File: src/rtl/sdram_burst_pkg.sv
package sdram_burst_pkg;
  localparam int LG_W = 4;

  typedef struct packed {
    logic [LG_W-1:0] lg;
    logic            ilv;
    logic            cl3;
  } burst_cfg_t;
endpackage

File: src/rtl/sdram_burst_mode_reg.sv
module sdram_burst_mode_reg
  import sdram_burst_pkg::*;
#(
  parameter int COL_W = 8
) (
  input  logic       clk,
  input  logic       rst_n,
  input  logic       mode_set,
  input  logic [4:0] mode_word,
  output burst_cfg_t cfg
);
  logic [LG_W-1:0] lg_dec;
  logic            rsvd_code;

  always_comb begin
    rsvd_code = 1'b0;
    lg_dec    = '0;
    case (mode_word[2:0])
      3'b000:  lg_dec = LG_W'(0);
      3'b001:  lg_dec = LG_W'(1);
      3'b010:  lg_dec = LG_W'(2);
      3'b011:  lg_dec = LG_W'(3);
      3'b111:  lg_dec = LG_W'(COL_W);
      default: rsvd_code = 1'b1;
    endcase
  end

  always_ff @(posedge clk) begin
    if (!rst_n) begin
      cfg <= '0;
    end else if (mode_set && !rsvd_code) begin
      cfg.lg  <= lg_dec;
      cfg.ilv <= mode_word[3];
      cfg.cl3 <= mode_word[4];
    end
  end

  AST_RSVD_HOLD: assert property (@(posedge clk) disable iff (!rst_n)
    (mode_set && rsvd_code) |=> $stable(cfg));
endmodule

File: src/rtl/sdram_burst_addr_map.sv
module sdram_burst_addr_map
  import sdram_burst_pkg::*;
#(
  parameter int COL_W = 8
) (
  input  logic [COL_W-1:0] start,
  input  logic [COL_W-1:0] cnt,
  input  logic [LG_W-1:0]  lg,
  input  logic             ilv,
  output logic [COL_W-1:0] col,
  output logic [COL_W-1:0] mask
);
  logic [COL_W-1:0] lin_sum;
  logic             ilv_on;

  assign mask    = ~({COL_W{1'b1}} << lg);
  assign lin_sum = start + cnt;
  assign ilv_on  = ilv && ((lg == LG_W'(2)) || (lg == LG_W'(3)));

  for (genvar i = 0; i < COL_W; i++) begin : g_bit
    assign col[i] = mask[i] ? (ilv_on ? (start[i] ^ cnt[i]) : lin_sum[i])
                            : start[i];
  end
endmodule

File: src/rtl/sdram_burst_ctrl.sv
module sdram_burst_ctrl
  import sdram_burst_pkg::*;
#(
  parameter int COL_W  = 8,
  parameter int BANK_W = 2
) (
  input  logic              clk,
  input  logic              rst_n,
  input  burst_cfg_t        cfg,
  input  logic              col_cmd,
  input  logic [COL_W-1:0]  col_addr,
  input  logic              auto_pre,
  input  logic [BANK_W-1:0] cmd_bank,
  input  logic              burst_stop,
  input  logic              precharge,
  input  logic [BANK_W-1:0] pre_bank,
  output logic              active_o,
  output logic [COL_W-1:0]  start_o,
  output logic [COL_W-1:0]  cnt_o,
  output logic [LG_W-1:0]   lg_o,
  output logic              ilv_o,
  output logic              last_o,
  output logic              illegal_o,
  output logic              start_evt_o
);
  logic              active_q, ap_q, stop_q, tail_q, cl3_q, ilv_q, illegal_q;
  logic [COL_W-1:0]  start_q, cnt_q;
  logic [LG_W-1:0]   lg_q;
  logic [BANK_W-1:0] bank_q;

  logic             full_b, last_b;
  logic             col_blocked, start_evt;
  logic             pre_same, pre_blocked, pre_cut;
  logic             stop_evt, tail_out;
  logic [COL_W-1:0] len_m;

  assign full_b      = (lg_q == LG_W'(COL_W));
  assign len_m       = ~({COL_W{1'b1}} << lg_q);
  assign last_b      = active_q && !full_b && (cnt_q == len_m);
  assign col_blocked = col_cmd && active_q && ap_q;
  assign start_evt   = col_cmd && !col_blocked;
  assign pre_same    = precharge && active_q && (pre_bank == bank_q);
  assign pre_blocked = pre_same && ap_q;
  assign pre_cut     = pre_same && !ap_q;
  assign stop_evt    = burst_stop && active_q && !stop_q;
  assign tail_out    = stop_q && !tail_q;

  always_ff @(posedge clk) begin
    if (!rst_n) begin
      active_q  <= 1'b0;
      ap_q      <= 1'b0;
      stop_q    <= 1'b0;
      tail_q    <= 1'b0;
      cl3_q     <= 1'b0;
      ilv_q     <= 1'b0;
      illegal_q <= 1'b0;
      start_q   <= '0;
      cnt_q     <= '0;
      lg_q      <= '0;
      bank_q    <= '0;
    end else begin
      illegal_q <= col_blocked || pre_blocked;
      if (start_evt) begin
        active_q <= 1'b1;
        start_q  <= col_addr;
        cnt_q    <= '0;
        lg_q     <= cfg.lg;
        ilv_q    <= cfg.ilv;
        cl3_q    <= cfg.cl3;
        ap_q     <= auto_pre;
        bank_q   <= cmd_bank;
        stop_q   <= 1'b0;
        tail_q   <= 1'b0;
      end else if (active_q) begin
        cnt_q <= cnt_q + 1'b1;
        if (last_b || pre_cut || tail_out) active_q <= 1'b0;
        if (stop_evt) begin
          stop_q <= 1'b1;
          tail_q <= cl3_q;
        end else if (stop_q && tail_q) begin
          tail_q <= 1'b0;
        end
      end
    end
  end

  assign active_o    = active_q;
  assign start_o     = start_q;
  assign cnt_o       = cnt_q;
  assign lg_o        = lg_q;
  assign ilv_o       = ilv_q;
  assign last_o      = last_b;
  assign illegal_o   = illegal_q;
  assign start_evt_o = start_evt;

  AST_LAST_ENDS: assert property (@(posedge clk) disable iff (!rst_n)
    (last_b && !start_evt) |=> !active_q);
  AST_CNT_STEP: assert property (@(posedge clk) disable iff (!rst_n)
    (active_q && $past(active_q) && !$past(start_evt))
      |-> (cnt_q == COL_W'($past(cnt_q) + 1'b1)));
  AST_PRE_CUTS: assert property (@(posedge clk) disable iff (!rst_n)
    (pre_cut && !start_evt) |=> !active_q);
  AST_AP_KEEPS_START: assert property (@(posedge clk) disable iff (!rst_n)
    col_blocked |=> ($stable(start_q) && illegal_q));
  AST_STOP_TAIL: assert property (@(posedge clk) disable iff (!rst_n)
    (tail_out && active_q && !start_evt) |=> !active_q);
  AST_FULL_NO_DONE: assert property (@(posedge clk) disable iff (!rst_n)
    (active_q && (lg_q == LG_W'(COL_W))) |-> !last_o);
endmodule

File: src/rtl/sdram_burst_colgen.sv
module sdram_burst_colgen
  import sdram_burst_pkg::*;
#(
  parameter int COL_W  = 8,
  parameter int BANK_W = 2
) (
  input  logic              clk,
  input  logic              rst_n,
  input  logic              mode_set,
  input  logic [4:0]        mode_word,
  input  logic              col_cmd,
  input  logic [COL_W-1:0]  col_addr,
  input  logic              auto_pre,
  input  logic [BANK_W-1:0] cmd_bank,
  input  logic              burst_stop,
  input  logic              precharge,
  input  logic [BANK_W-1:0] pre_bank,
  output logic [COL_W-1:0]  col_out,
  output logic              col_valid,
  output logic              burst_done,
  output logic              illegal
);
  burst_cfg_t       cfg;
  logic             active, last, start_evt, ilv;
  logic [COL_W-1:0] start, cnt, mask;
  logic [LG_W-1:0]  lg;

  sdram_burst_mode_reg #(.COL_W(COL_W)) u_mode (
    .clk(clk), .rst_n(rst_n), .mode_set(mode_set), .mode_word(mode_word),
    .cfg(cfg)
  );

  sdram_burst_ctrl #(.COL_W(COL_W), .BANK_W(BANK_W)) u_ctrl (
    .clk(clk), .rst_n(rst_n), .cfg(cfg),
    .col_cmd(col_cmd), .col_addr(col_addr), .auto_pre(auto_pre),
    .cmd_bank(cmd_bank), .burst_stop(burst_stop), .precharge(precharge),
    .pre_bank(pre_bank), .active_o(active), .start_o(start), .cnt_o(cnt),
    .lg_o(lg), .ilv_o(ilv), .last_o(last), .illegal_o(illegal),
    .start_evt_o(start_evt)
  );

  sdram_burst_addr_map #(.COL_W(COL_W)) u_map (
    .start(start), .cnt(cnt), .lg(lg), .ilv(ilv), .col(col_out), .mask(mask)
  );

  assign col_valid  = active;
  assign burst_done = last;

  AST_START_ADDR: assert property (@(posedge clk) disable iff (!rst_n)
    start_evt |=> (col_valid && (col_out == $past(col_addr))));
  AST_UPPER_FIXED: assert property (@(posedge clk) disable iff (!rst_n)
    (col_valid && $past(col_valid) && !$past(start_evt))
      |-> (((col_out ^ $past(col_out)) & ~mask) == '0));
  AST_DONE_VALID: assert property (@(posedge clk) disable iff (!rst_n)
    burst_done |-> col_valid);
endmodule

File: config.mk
export PLATFORM = sky130hd
export DESIGN_NAME = sdram_burst_colgen
export DESIGN_NICKNAME = d
export VERILOG_FILES = /design/src/rtl/sdram_burst_pkg.sv /design/src/rtl/sdram_burst_mode_reg.sv /design/src/rtl/sdram_burst_addr_map.sv /design/src/rtl/sdram_burst_ctrl.sv /design/src/rtl/sdram_burst_colgen.sv
export SDC_FILE = /design/constraint.sdc
export NUM_CORES = 1
export LEC_CHECK = 0
export ABC_AREA = 0
export ABC_CLOCK_PERIOD_IN_PS = 3900
export BUFFER_PORTS_ARGS = -buffer_cell sky130_fd_sc_hd__buf_2
export CORE_ASPECT_RATIO = 0.8
export CORE_MARGIN = 2
export CORE_UTILIZATION = 40
export DETAILED_ROUTE_END_ITERATION = 10
export MAX_ROUTING_LAYER = met4
export SLEW_MARGIN = 20
export SYNTH_ARGS = -nofsm -noshare
export SYNTH_HDL_FRONTEND = slang
export SYNTH_SLANG_ARGS = --single-unit
File: constraint.sdc
create_clock -name clk -period 3.9 [get_ports clk]
set_input_delay 0.195 -clock clk [delete_from_list [all_inputs] [get_ports clk]]
set_output_delay 0.195 -clock clk [all_outputs]
set_load 0.005 [all_outputs]
# Word level (Yosys, flattened, before mapping)
# Index checks and enable logic that the tools add are counted.
# W data, S select, Z words.
word_totals:
  register_bits: 35
  inputBits: 24
  elab_cells: 88
classes:
  n_addsub: 2
  eq_ne: 9
  shifts: 1
  muxes: 22
  bitwise: 10
  reduce_logical: 30
op_table:
  columns: ["op", "n"]
  rows:
  - ["$mux W1", 21]
  - ["$pmux W4 S4", 1]
  - ["$logic_and A1 B1 Y1", 15]
  - ["$add A8 B1 Y8 const B", 1]
  - ["$add A8 B8 Y8", 1]
  - ["$eq A4 B2 Y1 const B", 2]
  - ["$eq A8 B8 Y1", 1]
  - ["$not A8 Y8", 1]
  - ["$shl A8 B4 Y8 const A", 1]
  - ["$xor A1 B1 Y1", 8]
  - ["$eq A3 B2 Y1 const B", 2]
  - ["$logic_not A1 Y1", 5]
  - ["$reduce_or A5 Y1", 1]
  - ["$eq A4 B4 Y1 const B", 1]
  - ["$logic_or A1 B1 Y1", 4]
  - ["$reduce_and A2 Y1", 2]
  - ["$eq A3 B1 Y1 const B", 1]
  - ["$eq A3 B3 Y1 const B", 1]
  - ["$logic_not A3 Y1", 1]
  - ["$eq A2 B2 Y1", 1]
  - ["$reduce_bool A2 Y1", 1]
  - ["$reduce_or A2 Y1", 1]
  - ["$not A1 Y1", 1]

# Logic depth before layout (Yosys ltp)
depth:
  depth_word: 9
  depth_mapped: 6
  depth_no_buf: 6

# Hierarchy
# A second synthesis with hierarchy kept.
unflattened:
  hier_cells: 254
  area_unflattened_um2: 2038.2
modules_own_cells:
  columns: ["mod", "n_inst", "cells_each", "area_each_um2", "seq_area_each_um2"]
  rows:
  - ["sdram_burst_ctrl", 1, 166, 1365.1, 580.6]
  - ["sdram_burst_addr_map", 1, 62, 459.2, 0.0]
  - ["sdram_burst_mode_reg", 1, 26, 214.0, 100.1]

# Worst setup path before layout
# Ideal clock, no wire load.
synth_timing:
  kind: "register -> output"
  startpoint: "reg u_ctrl.cnt_q[0] (netlist: u_ctrl.cnt_o[0])"
  endpoint: "out col_out[6]"
  t_arrival_ns: 1.722
  t_required_ns: 3.705
  slack_ns: 1.983
  stages_incl_launch_ff: 7
  path_cell_list: "dfxtp_1 -> ha_1 -> fa_1 -> a21o_1 -> a31o_2 -> a211o_1 -> nand3_1"
synth_between:
  elab_chain_cells: 3
synth_lines:
  columns: ["item", "line", "source"]
  rows:
  - ["from (decl)", "sdram_burst_ctrl.sv:27", "logic [COL_W-1:0] start_q, cnt_q;"]
  - ["from (signal assigned)", "sdram_burst_ctrl.sv:75", "cnt_q <= cnt_q + 1'b1;"]
  - ["$add A8 B8 Y8", "sdram_burst_addr_map.sv:17", "assign lin_sum = start + cnt;"]
  - ["$mux W1 (2 in a row)", "sdram_burst_addr_map.sv:21", "assign col[i] = mask[i] ? (ilv_on ? (start[i] ^ cnt[i]) : lin_sum[i])"]
  - ["to (decl)", "sdram_burst_colgen.sv:18", "output logic [COL_W-1:0] col_out,"]
# No other way between the ends.

# Worst setup path after layout
# Ends and elaborated chain as after synthesis.

==> impl_metrics.tcl <==
set metrics [dict create \
    fin_area_um2 2190 \
    pre_cts_slack_ns 1.77 \
    hp-start "cmd_bank[0]" \
    netlist_instances 233 \
    synth.area.top_cells "dfxtp_1, nand2_1, a21boi_0, ha_1, a21oi_1" \
    numCtsBuffers 5 \
    crit_required_ns 3.70 \
    ir_drop_uv 167 \
    grt_setup_unrepaired "no" \
    dpl_cell_area_um2 2090 \
    synthFlopType "dfxtp_1" \
    grt_pass1_wl_um 7070 \
    wl_per_cell_um 12.5 \
    clock_sinks 33 \
    min_path_cells 3 \
    nFillCells 479 \
    rr_startpoint "u_ctrl.active_o" \
    drv_cap 0 \
    syn_area_um2 1890 \
    wirelength_um 4060 \
    ys_warn_count 0 \
    clk_latency_ns 0.28 \
    detail-route-antenna-nets 0 \
    r2r_slack_ns 2.08 \
    grt_usage 0.176 \
    grt_max_degree 27 \
    postSynthAreaPerCell_um2 8.11 \
    core_area_um2 4570 \
    yosys.area.top_type_share 0.349 \
    gr-usage-met2 0.269 \
    ctsLongestPathBuffers 2 \
    dp.cells 318 \
    worstMarginPinSlew_ns 0.720 \
    slew_viol_final 0 \
    area_delta_synth_final_pct 15.9 \
    grt-ovfl-total 0 \
    vias 1671 \
    crit_fanout 6 \
    synth.top_cells.by_count "nand2_1, dfxtp_1, a21boi_0" \
    viasPerCell 5.14 \
    busiest_layer "met2" \
    synth.most_common_cell "nand2_1" \
    synth_top_family_by_area "compound AO/OA/AOI/OAI gates" \
    tns_ns 0 \
    setup.worst_path.start "u_ctrl.cnt_o[0]" \
    finish.utilization 0.480 \
    die_h_um 65.5 \
    synth_simple_gate_area_frac 0.211 \
    final_cell_count_no_fill 325 \
    die_w_um 80.9 \
    critPathLaunchType "register" \
    hold_class "primary input to register" \
    ys_seq_elements 33 \
    nets 298 \
    post-route-period-util 0.623 \
    power.density_nw_per_um2 351 \
    post_cts_resized 0 \
    ys_seq_area_frac 0.349 \
    grt_pass1_vias 1551 \
    clkTransAtPathRegs_ns 0.07 \
    dieArea_um2 5300 \
    critical_path_class "register to output port" \
    dp_hpwl_um 3040 \
    cts_setup_buffers 0 \
    final-hold-violation-count 0 \
    worst_hold_path.endpoint "u_ctrl.bank_q[0]" \
    async_reset_ff_frac 0 \
    p_leak_nw 0.938 \
    portBuffers 34 \
    drc_errors 0 \
    rows 22 \
    drive_gt1_frac 0.177 \
    drt_iter0_drc 89 \
    cts_tree "yes" \
    setup_ws_ns 1.47 \
    ctsHoldBuffers 0 \
    yosys.area.top_type "dfxtp_1" \
    met3_usage 0.0426 \
    setup_viol 0 \
    h-tree-depth 2 \
    status "finished clean" \
    synth_fa_ha_area_frac 0.0635 \
    fmax_mhz 411 \
    crit_arrival_ns 2.24 \
    reg2reg_depth 4 \
    slew_headroom 0.520 \
    cts_root_buf "clkbuf_8" \
    syn-num-nets 266 \
    r2r_end "u_ctrl.cnt_o[1]" \
    antenna_found_initial 0 \
    fin_crit_ns 2.43 \
    worstSetupEndpointType "output port" \
    fin_skew_ns 0.00650 \
    synthMuxAreaShare 0.0278 \
    gp_congestion 0.820 \
    synth_compound_gate_area_share 0.253 \
    grtUsageMet1 0.235 \
    start_util 0.414 \
    dr.pass1.iters 4 \
    ys_types 46 \
    ios 35 \
    synth-edff-count 0 \
    n_antenna_cell 0 \
    synthXorXnorAreaFrac 0.0556 \
]
## layout make-up
class | count | area (um2) | area share
multi-input combinational | 184 | 1160 | 0.527
sequential | 33 | 661 | 0.301
timing repair buffer | 34 | 170 | 0.0776
tap | 60 | 75.1 | 0.0342
clock buffer | 5 | 68.8 | 0.0314
clock inverter | 2 | 35.0 | 0.0160
inverter | 7 | 26.3 | 0.0120
## cells by family after synthesis
group           after synthesis
mux                           5
flops                        33
xor+xnor                     12
compound gates               68
fa+ha+maj                     9
simple gates                 90
buf+inv                      16
## power breakdown
| group | internal (mW) | switching, mW | leakage (nW) |
|---|---|---|---|
| sequential | 0.351 | 0.0194 | 0.269 |
| clock | 0.186 | 0.119 | 0.0540 |
| combinational | 0.0465 | 0.0472 | 0.615 |
## per-stage QoR
stage,total power [mW],hold slack (ns)
global placement,0.472,0.445
CTS,0.781,0.150
global route,0.809,0.171
floorplan,0.437,0.339
finish,0.769,0.158
detailed placement,0.473,0.454
## flip-flops by register name, summed over array words and instances, names as in the netlist
name              cells
u_ctrl.cnt_o          8
u_ctrl.start_o        8
u_mode.cfg            5
u_ctrl.lg_o           3
u_ctrl.bank_q         2
u_ctrl.active_o       1
u_ctrl.ap_q           1
u_ctrl.cl3_q          1
u_ctrl.illegal_o      1
u_ctrl.ilv_o          1
u_ctrl.stop_q         1
u_ctrl.tail_q         1
## placed cells by master, fill, tap and decap left out, types with 2 or more instances in the layout
cell type	Yosys	final
a21oi_1	12	12
a21boi_0	18	18
mux2i_1	3	3
buf_2	5	34
inv_1	6	6
nor2b_1	5	5
dfxtp_1	33	33
nand4_1	2	2
o21bai_1	3	3
o211ai_1	2	2
nand3_1	7	7
o21ai_1	2	2
nor2_1	16	16
xor2_1	6	6
o2111ai_1	2	2
clkbuf_8	0	5
mux2_2	2	2
a22oi_1	2	2
nand2b_1	3	3
ha_1	8	8
and2_1	2	2
nand2_1	45	45
o21ai_0	8	8
xnor2_1	6	6
a21o_1	4	4
o2bb2ai_1	2	2
and3_1	3	3
nor3_1	5	5
## metal layers
layer / routed length, um / part of all wire / vias up
met3: 179 / 0.044 / 2
li1: - / - / 888
met5: 0 / 0 / -
met2: 1760 / 0.43 / 33
met4: 14 / 0.0034 / 0
met1: 2100 / 0.52 / 748
## worst max-delay path, stage by stage, from the launching register on
cell and delay, ns:
dfxtp_1 0.37, ha_1 0.26, fa_1 0.41, a21o_1 0.20, a31o_2 0.26, a211o_1 0.29
nand3_1 0.06, buf_2 0.11
## worst max path at each step
stage | to | slack (ns) | depth (start not counted)
after floorplan | col_out[6] | 1.98 | 6
after global placement | col_out[6] | 1.83 | 7
after detailed placement | col_out[6] | 1.77 | 7
after CTS | col_out[6] | 1.45 | 7
after global routing | col_out[6] | 1.38 | 7
final | col_out[6] | 1.47 | 7
Note: power is estimated with default switching activity, not from simulation.
